--- src/rtl/can_srst_pkg.sv ---
// Package: shared widths and the register address map of the soft-reset
// controller. Assumes an 8-bit CPU data path and a 5-bit register address.
package can_srst_pkg;
    localparam int DATA_W   = 8;
    localparam int ADDR_W   = 5;
    localparam int A_MAIN   = 0;   // soft-reset bit at position 0
    localparam int A_HELD0  = 1;   // first held register
    localparam int N_HELD   = 4;   // rx flags, rx irq enable, tx flags, tx control
    localparam int A_LOCK0  = 5;   // first locked configuration register
    localparam int N_LOCK   = 12;  // ctrl2, timing x2, accept ctrl, codes x4, masks x4
    localparam int A_TEC    = 17;
    localparam int A_REC    = 18;
endpackage

--- src/rtl/can_srst_regs.sv ---
// Module: CPU register file of the controller. Owns the soft-reset bit,
// the registers held at reset during soft reset, the write-locked
// configuration registers and the error counters. Assumes one write per
// cycle and a combinational read path.
module can_srst_regs
    import can_srst_pkg::*;
(
    input  logic              clk,
    input  logic              rst_n,
    input  logic              we,
    input  logic [ADDR_W-1:0] addr,
    input  logic [DATA_W-1:0] wdata,
    output logic [DATA_W-1:0] rdata,
    input  logic              err_ld,
    input  logic [DATA_W-1:0] err_tx_in,
    input  logic [DATA_W-1:0] err_rx_in,
    output logic              srst,
    output logic              srst_next,
    output logic              abort,
    output logic [DATA_W-1:0] timing0,
    output logic [DATA_W-1:0] tec,
    output logic [DATA_W-1:0] rec
);
    logic              srst_q;
    logic              abort_q;
    logic [DATA_W-1:1] main_hi_q;
    logic [DATA_W-1:0] held_q [N_HELD];
    logic [DATA_W-1:0] lock_q [N_LOCK];
    logic [DATA_W-1:0] tec_q, rec_q;
    logic              main_wr;

    assign main_wr = we && (addr == ADDR_W'(A_MAIN));

    // Next soft-reset state: set from operation, clear from soft reset.
    always_comb begin
        srst_next = srst_q;
        if (main_wr) begin
            if (!srst_q && wdata[0])
                srst_next = 1'b1;
            else if (srst_q && !wdata[0])
                srst_next = 1'b0;
        end
    end

    // Soft-reset bit and abort pulse on entry.
    always_ff @(posedge clk) begin
        if (!rst_n) begin
            srst_q  <= 1'b1;
            abort_q <= 1'b0;
        end else begin
            srst_q  <= srst_next;
            abort_q <= !srst_q && srst_next;
        end
    end

    // Upper main-control bits: written only while operating.
    always_ff @(posedge clk) begin
        if (!rst_n || srst_next)
            main_hi_q <= '0;
        else if (main_wr && !srst_q)
            main_hi_q <= wdata[DATA_W-1:1];
    end

    // Held registers: forced to zero while soft reset is active.
    for (genvar i = 0; i < N_HELD; i++) begin : g_held
        always_ff @(posedge clk) begin
            if (!rst_n || srst_next)
                held_q[i] <= '0;
            else if (we && addr == ADDR_W'(A_HELD0 + i))
                held_q[i] <= wdata;
        end
    end

    // Configuration registers: writable only in soft reset.
    for (genvar i = 0; i < N_LOCK; i++) begin : g_lock
        always_ff @(posedge clk) begin
            if (!rst_n)
                lock_q[i] <= '0;
            else if (we && srst_q && addr == ADDR_W'(A_LOCK0 + i))
                lock_q[i] <= wdata;
        end
    end

    // Error counters: loaded by the frame engine, untouched by soft reset.
    always_ff @(posedge clk) begin
        if (!rst_n) begin
            tec_q <= '0;
            rec_q <= '0;
        end else if (err_ld) begin
            tec_q <= err_tx_in;
            rec_q <= err_rx_in;
        end
    end

    // Read multiplexer over the address map.
    always_comb begin
        rdata = '0;
        if (addr == ADDR_W'(A_MAIN))
            rdata = {main_hi_q, srst_q};
        else if (addr == ADDR_W'(A_TEC))
            rdata = tec_q;
        else if (addr == ADDR_W'(A_REC))
            rdata = rec_q;
        for (int i = 0; i < N_HELD; i++)
            if (addr == ADDR_W'(A_HELD0 + i)) rdata = held_q[i];
        for (int i = 0; i < N_LOCK; i++)
            if (addr == ADDR_W'(A_LOCK0 + i)) rdata = lock_q[i];
    end

    assign srst    = srst_q;
    assign abort   = abort_q;
    assign timing0 = lock_q[1];
    assign tec     = tec_q;
    assign rec     = rec_q;
endmodule

--- src/rtl/can_srst_integ.sv ---
// Module: bus-integration counter. Counts strobed recessive samples after
// soft reset is released. One run of RUN_LEN recessive samples
// synchronizes a normal node; a bus-off node needs SEQ_NUM runs and then
// pulses a bus-off clear. Assumes srst_in is the next-state soft-reset value.
module can_srst_integ #(
    parameter int RUN_LEN = 11,
    parameter int SEQ_NUM = 128
) (
    input  logic clk,
    input  logic rst_n,
    input  logic srst_in,
    input  logic smp_stb,
    input  logic rx_bit,
    input  logic bus_off,
    output logic synced,
    output logic boff_clr
);
    localparam int RUN_W = $clog2(RUN_LEN + 1);
    localparam int SEQ_W = $clog2(SEQ_NUM + 1);

    logic [RUN_W-1:0] run_q;
    logic [SEQ_W-1:0] seq_q;
    logic             synced_q, clr_q;

    // Run and sequence counting until synchronized.
    always_ff @(posedge clk) begin
        if (!rst_n || srst_in) begin
            run_q    <= '0;
            seq_q    <= '0;
            synced_q <= 1'b0;
            clr_q    <= 1'b0;
        end else begin
            clr_q <= 1'b0;
            if (!synced_q && smp_stb) begin
                if (!rx_bit) begin
                    run_q <= '0;
                end else if (run_q == RUN_W'(RUN_LEN - 1)) begin
                    run_q <= '0;
                    if (!bus_off) begin
                        synced_q <= 1'b1;
                    end else if (seq_q == SEQ_W'(SEQ_NUM - 1)) begin
                        synced_q <= 1'b1;
                        clr_q    <= 1'b1;
                        seq_q    <= '0;
                    end else begin
                        seq_q <= seq_q + 1'b1;
                    end
                end else begin
                    run_q <= run_q + 1'b1;
                end
            end
        end
    end

    assign synced   = synced_q;
    assign boff_clr = clr_q;
endmodule

--- src/rtl/can_srst_ctrl.sv ---
// Module: top of the soft-reset and bus-integration controller. Joins the
// register file and the integration counter. Assumes rx_bit is already
// sampled at the bit sample point marked by smp_stb.
module can_srst_ctrl
    import can_srst_pkg::*;
#(
    parameter int RUN_LEN = 11,
    parameter int SEQ_NUM = 128
) (
    input  logic              clk,
    input  logic              rst_n,
    input  logic              cpu_we,
    input  logic [ADDR_W-1:0] cpu_addr,
    input  logic [DATA_W-1:0] cpu_wdata,
    output logic [DATA_W-1:0] cpu_rdata,
    input  logic              err_ld,
    input  logic [DATA_W-1:0] err_tx_in,
    input  logic [DATA_W-1:0] err_rx_in,
    input  logic              smp_stb,
    input  logic              rx_bit,
    input  logic              bus_off,
    output logic              bus_synced,
    output logic              busoff_clr,
    output logic              abort_pulse
);
    logic              srst_w, srst_next_w;
    logic [DATA_W-1:0] timing0_w, tec_w, rec_w;

    can_srst_regs u_regs (
        .clk       (clk),
        .rst_n     (rst_n),
        .we        (cpu_we),
        .addr      (cpu_addr),
        .wdata     (cpu_wdata),
        .rdata     (cpu_rdata),
        .err_ld    (err_ld),
        .err_tx_in (err_tx_in),
        .err_rx_in (err_rx_in),
        .srst      (srst_w),
        .srst_next (srst_next_w),
        .abort     (abort_pulse),
        .timing0   (timing0_w),
        .tec       (tec_w),
        .rec       (rec_w)
    );

    can_srst_integ #(.RUN_LEN(RUN_LEN), .SEQ_NUM(SEQ_NUM)) u_integ (
        .clk      (clk),
        .rst_n    (rst_n),
        .srst_in  (srst_next_w),
        .smp_stb  (smp_stb),
        .rx_bit   (rx_bit),
        .bus_off  (bus_off),
        .synced   (bus_synced),
        .boff_clr (busoff_clr)
    );
endmodule

--- config.mk ---
export PLATFORM = sky130hd
export DESIGN_NAME = can_srst_ctrl
export DESIGN_NICKNAME = d
export VERILOG_FILES = /design/src/rtl/can_srst_pkg.sv /design/src/rtl/can_srst_regs.sv /design/src/rtl/can_srst_integ.sv /design/src/rtl/can_srst_ctrl.sv
export SDC_FILE = /design/constraint.sdc
export NUM_CORES = 1
export LEC_CHECK = 0
export BUFFER_PORTS_ARGS = -buffer_cell sky130_fd_sc_hd__buf_2
export CAP_MARGIN = 10
export CORE_MARGIN = 5
export CORE_UTILIZATION = 35
export CTS_CLUSTER_DIAMETER = 50
export CTS_CLUSTER_SIZE = 30
export DETAILED_ROUTE_END_ITERATION = 6
export HOLD_SLACK_MARGIN = 0.06
export REMOVE_ABC_BUFFERS = 1
export SETUP_SLACK_MARGIN = 0.2
export SYNTH_ARGS = -nofsm -noshare
export SYNTH_HDL_FRONTEND = slang
export SYNTH_SLANG_ARGS = --single-unit
--- constraint.sdc ---
create_clock -name clk -period 3.5 [get_ports clk]
set_input_delay 0.525 -clock clk [delete_from_list [all_inputs] [get_ports clk]]
set_output_delay 0.525 -clock clk [all_outputs]
set_load 0.02 [all_outputs]
==> metrics.csv, run 1 <==
metric,value,unit
synth_async_sr_flop_share,0,
timing.slew.headroom,0.385,
period_share,0.905,
crit_path_max_fanout,20,
leakage,3.28,nW
synthSimpleGateAreaFrac,0.206,
critPathLaunch,cpu_addr[0],
crit_path_max_incr_delay,0.44,ns
power_per_cell_area,457,nW/um2
boundaryPins,47,
track_usage,0.197,
cts_made_buffers,17,
synth_warnings,0,
hold_viol_final,0,
routed_via_density,5.67,
maxCapViolCount,0,
worstPathCellList,buf_2 > buf_6 > and4b_1 > nor3_1 > o311ai_0 > nand4_1 > a221oi_2 > buf_2,
core-area,22800,um2
synth-xor-area-share,0.00752,
slew_violations,0,
antenna_cells,0,
synth_top_family_by_area,simple AND/OR/NAND/NOR gates,
rows,55,
preCtsSetupSlack,0.121,ns
status,finished clean,
worstSkewPairLatency,0.43,ns
firstDrtPassIters,5,
netlist_instances,787,
setup_viol,0,
worst_pin_slew,0.922,ns
post-cts-setup-buffer-count,0,
endpoint_kind,output port,
cts_hold_buffers,0,
synth_top_area_cell,edfxtp_1,
drt_iter0_markers,852,
grt_pass1_wl,39100,um
drtAntennaViolNets,0,
crit_type,input pin to output port,
synthTopCellsByCount,"edfxtp_1, nor3_1, nor2_1, clkbuf_1, dfxtp_1",
die_height,163,um
grt_max_degree,64,
synth_top_area_frac,0.471,
slowest_stage,a221oi_2,
drive_gt1_frac,0.184,
synthToLayoutAreaGrowth,15.8,%
cts_root_buf,clkbuf_16,
dieWidth,163,um
r2r-start,u_regs.srst,
rsz0062_at_grt,false,
period_needed,3.17,ns
place_inst,1124,
synth_seq_area_share,0.567,
synth_compound_gate_area_share,0.125,
synthAdderAreaFrac,0.00460,
cp.arrival,2.64,ns
hold_path_class,input pin to flop,
avgRoutedWirePerCell,22.3,um
muxShareOfSynthArea,0.0440,
gr-total-overflow,0,
hold_start,err_rx_in[1],
drc,0,
hpwlAfterDp,17900,um
synth_edf_count,128,
synth_cell_types,66,
grt_pass1_vias,6322,
clock-sinks,167,
syn_area_per_cell,10.4,um2
synthTopCellsByArea,"edfxtp_1, dfxtp_1, nor3_1",
clock.fmax,0.316,GHz
required,2.97,ns
htreeDepth,4,
clk_pin_slew,0.07,ns
setup_tns,0,ns
start_kind,input pin,
fin_nets,869,
gp_congestion,0.975,
numPortBuffers,46,
tritoncts,built,
critPathMostFrequentCell,buf_2,
netlist_area,8150,um2
wirelength,25800,um
setup_slack,0.333,ns
die_area,26500,um2
yosys.cell_count.top_type,edfxtp_1,
ir_drop,0.296,mV
via_count,6552,
stdcell_count,1155,
ys_ff_latch,167,
antenna_found_initial,0,
clock_path_buffers,2,
synthFlopType,edfxtp_1,
start_util,0.358,
clock_skew,0.00716,ns
-- cell families after synthesis --
| logic type | count (synthesis) |
|---|---|
| AO/OA/AOI/OAI | 154 |
| adder cells (fa/ha/maj) | 3 |
| multiplexers | 35 |
| buffers and inverters | 93 |
| AND/OR/NAND/NOR | 328 |
| flip-flops | 167 |
| XOR/XNOR | 7 |
-- layer usage --
| layer | global-route usage | share of wire | routed length (um) |
|---|---|---|---|
| met5 | 0 | 0 | 0 |
| met4 | 0.0576 | 0.026 | 668 |
| met3 | 0.0440 | 0.076 | 1960 |
| met2 | 0.306 | 0.46 | 11800 |
| met1 | 0.278 | 0.44 | 11400 |
-- final timing paths --
kind / endpoint / slack [ns] / depth (start not counted)
worst max-delay path: cpu_rdata[4] / 0.33 / 8
worst min-delay path: u_regs.rec[1] / 0.33 / 3
worst max register to register: u_regs.lock_q[2][8] / 1.34 / 3
worst min register to register: u_integ.seq_q[1] / 0.47 / 2
-- flip-flops by register name, indices dropped and copies added (netlist names) --
signal            flops
u_regs.held_q        32
u_regs.lock_q        96
u_regs.srst           1
u_integ.run_q         4
u_regs.abort          1
u_integ.seq_q         8
u_regs.rec            8
u_regs.tec            8
u_regs.main_hi_q      7
u_integ.boff_clr      1
u_integ.synced        1
-- power by group --
group          leakage, nW  switching [mW]  internal, mW
clock network        0.245           0.785         0.897
logic                 1.34           0.291         0.133
registers             1.70          0.0292          2.18
total                 3.28            1.11          3.21
-- stage by stage --
stage | hold slack, ns | cell area (um2) | total power [mW] | utilization
final | 0.326 | 9440 | 4.32 | 0.415
after global routing | 0.333 | 9440 | 4.46 | 0.415
after CTS | 0.317 | 9420 | 4.33 | 0.414
after detailed placement | 0.467 | 8900 | 2.66 | 0.391
after global placement | 0.465 | 8900 | 2.66 | 0.391
after floorplan | 0.449 | 7850 | 2.44 | -
-- worst max-delay path: cells and delay by family --
kind	cells	cell delay, ns
compound gates	2	0.81
buf+inv	3	0.75
simple gates	3	0.54
-- cell usage in the layout, fill, tap and decap left out, drive strengths merged, types with 4 or more instances in the layout --
cell type  netlist  routed
dfxtp           39      39
nand4            8       8
clkbuf          53      19
nand3b           4       4
xor2             6       6
o221ai           4       4
a21o             5       5
nand3           17      17
o211ai           9       9
a31oi            6       6
a32oi            6       6
nand2b          10      10
a22oi           10      10
a221oi           4       4
nand2           39      39
and3             5       5
a211oi           4       4
o21ai           37      37
a21oi           29      29
buf             21      97
clkinv           1       9
nor2            75      75
nor3           126     126
mux2             7       7
nor2b           13      13
edfxtp         128     128
mux2i           28      28
o22ai           13      13
nor3b           10      10
inv             18      20
-- what timing repair did --
action / CTS / global route
resized for setup: 1 / 5
endpoints found under the setup margin: 3 / 3
pin swaps: 0 / 1
-- area by class of cell --
| class | count | area [um2] |
|---|---|---|
| clock inverters | 13 | 83.8 |
| multi-input cells | 527 | 3180 |
| clock buffers | 18 | 429 |
| repair buffers | 98 | 664 |
| flip-flops and latches | 167 | 4620 |
| fillers | 2226 | 13300 |
| inverters | 19 | 71.3 |
| well taps | 313 | 392 |
(Power assumes the default switching activity.)
==> run 2: changes to the inputs <==
--- a/config.mk
+++ b/config.mk
@@ -8,13 +8,15 @@
 export BUFFER_PORTS_ARGS = -buffer_cell sky130_fd_sc_hd__buf_2
 export CAP_MARGIN = 10
 export CORE_MARGIN = 5
-export CORE_UTILIZATION = 35
+export CORE_UTILIZATION = 61
 export CTS_CLUSTER_DIAMETER = 50
 export CTS_CLUSTER_SIZE = 30
 export DETAILED_ROUTE_END_ITERATION = 6
 export HOLD_SLACK_MARGIN = 0.06
+export PLACE_DENSITY = 0.8
 export REMOVE_ABC_BUFFERS = 1
 export SETUP_SLACK_MARGIN = 0.2
 export SYNTH_ARGS = -nofsm -noshare
 export SYNTH_HDL_FRONTEND = slang
 export SYNTH_SLANG_ARGS = --single-unit
+export TNS_END_PERCENT = 5
==> metrics.csv, run 2 (same netlist as run 1, synthesis figures left out) <==
metric,value,unit,change
fin_util,0.704,,+0.289
final_area,9280,um2,-1.7%
regMostFlops,u_regs.lock_q,,
worst_pin_slew,0.952,ns,+0.0305 ns
combinationalPowerShare,0.094,,-0.004
clock_path_buffers,2,,unchanged
fin_nets,868,,-0.12%
rows,42,,-24%
cts_root_buf,clkbuf_16,,
antenna_cells,0,,unchanged
clock_skew,0.00662,ns,-0.000541 ns
firstDrtPassIters,7,,+2
drive_gt1_frac,0.181,,-0.00356
cts_made_buffers,17,,unchanged
hpwlAfterDp,16700,um,-6.6%
place_inst,986,,-12%
power_per_cell_area,478,nW/um2,+4.5%
cp_num_buf_inv,3,,unchanged
violations,design-rule violations,,
hold_path_class,input pin to flop,,
dieWidth,126,um,-23%
synthToLayoutAreaGrowth,13.9,%,
endpoint_kind,output port,,
numPortBuffers,46,,unchanged
final_cell_mix,"edfxtp_1, nor3_1, nor2_1",,
grt_pass1_wl,37800,um,-3.3%
final_common_cell,edfxtp_1,,
maxCapViolCount,0,,unchanged
antenna_found_initial,0,,unchanged
crit_path_max_incr_delay,0.54,ns,+0.10 ns
ir_drop,0.336,mV,+14%
setup_tns,0,ns,unchanged
rsz0062_at_grt,true,,
cp.arrival,2.74,ns,+0.10 ns
critPathLaunch,cpu_addr[1],,
wirelength,24400,um,-5.6%
setup_viol,0,,unchanged
start_util,0.618,,+0.260
worstSkewPairLatency,0.43,ns,about the same
crit_type,input pin to output port,,
clock.fmax,0.307,GHz,-2.9%
hold_viol_final,0,,unchanged
drc,6,,+6
drt_iter0_markers,1302,,+53%
track_usage,0.313,,+0.116
grt_pass1_vias,6669,,+5.5%
r2r-start,u_regs.srst,,
slew_violations,0,,unchanged
final.fill_count,992,,-55%
routed_via_density,6.74,,+19%
grt_max_degree,88,,+38%
period_share,0.932,,+0.0271
clock-sinks,167,,unchanged
slowest_stage,nand2b_1,,
p_seq_frac,0.498,,-0.014
via_count,6861,,+4.7%
worstPathCellList,buf_2 > buf_4 > nand2b_1 > nor2_1 > a222oi_1 > and3_1 > o22ai_1 > buf_2,,
period_needed,3.26,ns,+0.0949 ns
largestRegisters,"u_regs.lock_q x96, u_regs.held_q x32",,
swShare,0.245,,-0.0115
critical_path.top_delay_family,simple AND/OR/NAND/NOR gates,,
stdcell_count,1018,,-12%
boundaryPins,47,,unchanged
start_kind,input pin,,
post-cts-setup-buffer-count,0,,unchanged
gr-total-overflow,0,,unchanged
intPower,3.35,mW,+4.3%
total_power,4.44,mW,+2.7%
drtAntennaViolNets,0,,unchanged
status,finished with violations,,
gp_congestion,1.03,,+6.0%
hold_start,err_rx_in[3],,
htreeDepth,4,,unchanged
preCtsSetupSlack,0.282,ns,+0.161 ns
crit_path_max_fanout,21,,+5.0%
required,2.97,ns,about the same
leakage,3.30,nW,+0.40%
avgRoutedWirePerCell,23.9,um,+7.2%
power_frac_clock,0.408,,+0.018
die_area,15800,um2,-40%
die_height,126,um,-23%
critPathMostFrequentCell,buf_2,,
clk_pin_slew,0.06,ns,about the same
dpl-instance-area,8710,um2,-2.1%
switching_power,1.08,mW,-1.9%
tritoncts,built,,
core-area,13200,um2,-42%
setup_slack,0.238,ns,-0.0949 ns
fin_hold_ws,0.327,ns,+0.00125 ns
largest_reg_flops,96,,unchanged
timing.slew.headroom,0.365,,-0.0204
==> run 2: changes by cell type in the layout (fill, tap and decap cells not counted), moves of 2 or more <==
cell      before  now
a221oi_2       2    0
clkbuf_8       0    3
clkbuf_1       1    3
clkinv_1       4    2
a221oi_1       2    4
clkinv_2       3    1
==> run 2: power groups by stage <==
| stage | Combinational (mW) | Clock (mW) | Sequential (mW) |
|---|---|---|---|
| after detailed placement | 0.402 | 0 | 2.25 |
| after global routing | 0.439 | 1.91 | 2.21 |
| final | 0.416 | 1.81 | 2.21 |
| after global placement | 0.395 | 0 | 2.25 |
| after CTS | 0.404 | 1.81 | 2.21 |
| after floorplan | 0.199 | 0 | 2.24 |
==> run 2: metal layers <==
layer	vias up	global-route usage	share of wire
li1	3017	-	-
met4	0	0.143	0.044
met1	3258	0.416	0.38
met3	93	0.0898	0.12
met5	-	0	0
met2	493	0.478	0.46
==> run 2: worst paths after layout <==
kind	slack [ns]	cells after the start	to
setup / recovery	0.24	8	cpu_rdata[2]
hold / removal	0.33	3	u_regs.rec[3]
setup reg to reg	1.34	3	u_regs.lock_q[2][1]
hold reg to reg	0.49	2	u_regs.tec[7]
==> run 2: repair_timing <==
item,4_1_cts,5_1_grt
resized for setup,0,2
hold buffers,0,0
setup endpoints to repair,0,3
==> run 2: worst register-to-register path: stages, from the launching register on <==
cell and delay (ns):
dfxtp_1 0.50, nand2_1 0.44, o21ai_0 0.68, buf_4 0.25
==> run 2: final cells by class <==
cell class                      instances  area [um2]  area share
Multi-Input combinational cell        527        3160       0.340
Timing Repair Buffer                   97         641      0.0690
Clock inverter                          9        88.8     0.00957
Sequential cell                       167        4620       0.498
Tap cell                              176         220      0.0237
Inverter                               19        71.3     0.00768
Clock buffer                           23         478      0.0515
==> run 3: changes to the inputs <==
--- a/config.mk
+++ b/config.mk
@@ -7,13 +7,15 @@
 export LEC_CHECK = 0
 export BUFFER_PORTS_ARGS = -buffer_cell sky130_fd_sc_hd__buf_2
 export CAP_MARGIN = 10
+export CELL_PAD_IN_SITES_DETAIL_PLACEMENT = 1
+export CELL_PAD_IN_SITES_GLOBAL_PLACEMENT = 2
 export CORE_MARGIN = 5
-export CORE_UTILIZATION = 61
+export CORE_UTILIZATION = 40
 export CTS_CLUSTER_DIAMETER = 50
 export CTS_CLUSTER_SIZE = 30
 export DETAILED_ROUTE_END_ITERATION = 6
 export HOLD_SLACK_MARGIN = 0.06
-export PLACE_DENSITY = 0.8
+export PLACE_DENSITY_LB_ADDON = 0.05
 export REMOVE_ABC_BUFFERS = 1
 export SETUP_SLACK_MARGIN = 0.2
 export SYNTH_ARGS = -nofsm -noshare
==> metrics.csv, run 3 (same netlist as run 1, synthesis figures left out) <==
metric,value,unit,change
intPower,3.27,mW,-2.3%
setup_viol,0,,unchanged
via_count,6728,,-1.9%
leakage,3.32,nW,+0.67%
wirelength,28700,um,+18%
grt_pass1_vias,7003,,+5.0%
endpoint_kind,output port,,
drt_iter0_markers,566,,-57%
clock_skew,0.00974,ns,+0.00312 ns
clock-sinks,167,,unchanged
cp_num_buf_inv,4,,+1
drive_gt1_frac,0.187,,+0.00690
fin_util,0.468,,-0.236
clk_pin_slew,0.08,ns,+0.02 ns
regMostFlops,u_regs.lock_q,,
htreeDepth,4,,unchanged
fin_nets,869,,+0.12%
required,2.97,ns,about the same
ir_drop,0.336,mV,about the same
setup_tns,0,ns,unchanged
timing.slew.headroom,0.325,,-0.0394
crit_path_max_fanout,18,,-14%
drc,0,,-6
routed_via_density,6.04,,-10%
hold_path_class,input pin to flop,,
period_needed,3.24,ns,-0.0222 ns
cts_hold_buffers,0,,unchanged
firstDrtPassIters,5,,-2
power_per_cell_area,483,nW/um2,+1.1%
critPathMostFrequentCell,buf_2,,
rsz0062_at_grt,true,,
worst_pin_slew,1.01,ns,+0.0590 ns
hpwlAfterDp,20000,um,+20%
gp_congestion,0.951,,-7.9%
swShare,0.282,,+0.0370
clock.fmax,0.309,GHz,+0.68%
worstPathCellList,buf_2 > buf_12 > nor3b_1 > nand2_1 > buf_4 > o21a_1 > o21ai_0 > a21oi_1 > buf_2,,
track_usage,0.247,,-0.0657
p_seq_frac,0.485,,-0.013
largestRegisters,"u_regs.lock_q x96, u_regs.held_q x32",,
post-cts-setup-buffer-count,0,,unchanged
core-area,20200,um2,+53%
start_util,0.404,,-0.214
die_height,153,um,+22%
numPortBuffers,46,,unchanged
slew_violations,0,,unchanged
switching_power,1.28,mW,+18%
crit_type,input pin to output port,,
final_cell_mix,"edfxtp_1, nor3_1, nor2_1",,
boundaryPins,47,,unchanged
combinationalPowerShare,0.095,,about the same
synthToLayoutAreaGrowth,15.8,%,
tritoncts,built,,
drtAntennaViolNets,0,,unchanged
cts_root_buf,clkbuf_16,,
grt_max_degree,88,,unchanged
cts_made_buffers,17,,unchanged
avgRoutedWirePerCell,25.7,um,+7.6%
largest_reg_flops,96,,unchanged
final_common_cell,edfxtp_1,,
dieWidth,153,um,+22%
slowest_stage,nor3b_1,,
period_share,0.926,,-0.00634
stdcell_count,1113,,+9.3%
gr-total-overflow,0,,unchanged
status,finished clean,,
antenna_found_initial,0,,unchanged
die_area,23300,um2,+48%
clock_path_buffers,2,,unchanged
crit_path_max_incr_delay,0.45,ns,-0.09 ns
rows,52,,+24%
cp.arrival,2.72,ns,-0.02 ns
critical_path.top_delay_family,buffers and inverters,,
worstSkewPairLatency,0.44,ns,about the same
start_kind,input pin,,
hold_viol_final,0,,unchanged
antenna_cells,0,,unchanged
maxCapViolCount,0,,unchanged
place_inst,1081,,+9.6%
power_frac_clock,0.421,,+0.013
grt_pass1_wl,43800,um,+16%
-- run 3: what timing repair did --
action,in CTS,in global routing
gates resized for setup,1,2
hold endpoints to repair,0,0
setup endpoints to repair,1,2
-- run 3: path summary, 6_finish.rpt --
path                                  startpoint                   end  slack [ns]  depth (start not counted)
worst max-delay path                 cpu_addr[1]          cpu_rdata[1]        0.26                          9
worst min-delay path                err_rx_in[3]         u_regs.rec[3]        0.32                          3
worst max register to register       u_regs.srst  u_regs.lock_q[2][22]        1.34                          3
worst min register to register  u_integ.seq_q[1]      u_integ.seq_q[1]        0.49                          2
-- run 3: cell type report --
cell class / count / area [um2]
inverter: 19 / 71.3
sequential: 167 / 4620
clock buffer: 17 / 425
tap: 270 / 338
fill: 2236 / 10700
multi-input combinational: 527 / 3170
timing repair buffer: 98 / 646
clock inverter: 15 / 168
-- run 3: power by group through the flow --
| stage | combinational, mW | sequential (mW) | clock (mW) |
|---|---|---|---|
| 2_1_floorplan | 0.199 | 2.24 | 0 |
| 3_3_place_gp | 0.419 | 2.25 | 0 |
| 3_5_place_dp | 0.426 | 2.25 | 0 |
| 4_1_cts | 0.428 | 2.21 | 1.93 |
| 5_1_grt | 0.460 | 2.21 | 2.03 |
| 6_report | 0.432 | 2.21 | 1.92 |
-- run 3: worst min-delay path, stage by stage --
cell     delay [ns]
buf_2          0.08
mux2i_1        0.05
nor2_1         0.07
-- run 3: layer usage --
layer,track usage,share of wire,vias to the layer above
met2,0.387,0.47,233
met1,0.349,0.46,3443
met5,0,0,-
met4,0.0658,0.015,0
met3,0.0531,0.061,34
li1,-,-,3018
-- run 3: stage by stage --
step | hold slack, ns | worst slack (ns) | power (mW) | cell area, um2
6_report | 0.318 | 0.260 | 4.56 | 9440
5_1_grt | 0.331 | 0.199 | 4.71 | 9440
4_1_cts | 0.311 | 0.213 | 4.57 | 9430
3_5_place_dp | 0.478 | 0.0795 | 2.68 | 8840
3_3_place_gp | 0.459 | 0.180 | 2.67 | 8840
2_1_floorplan | 0.449 | 0.673 | 2.44 | 7850
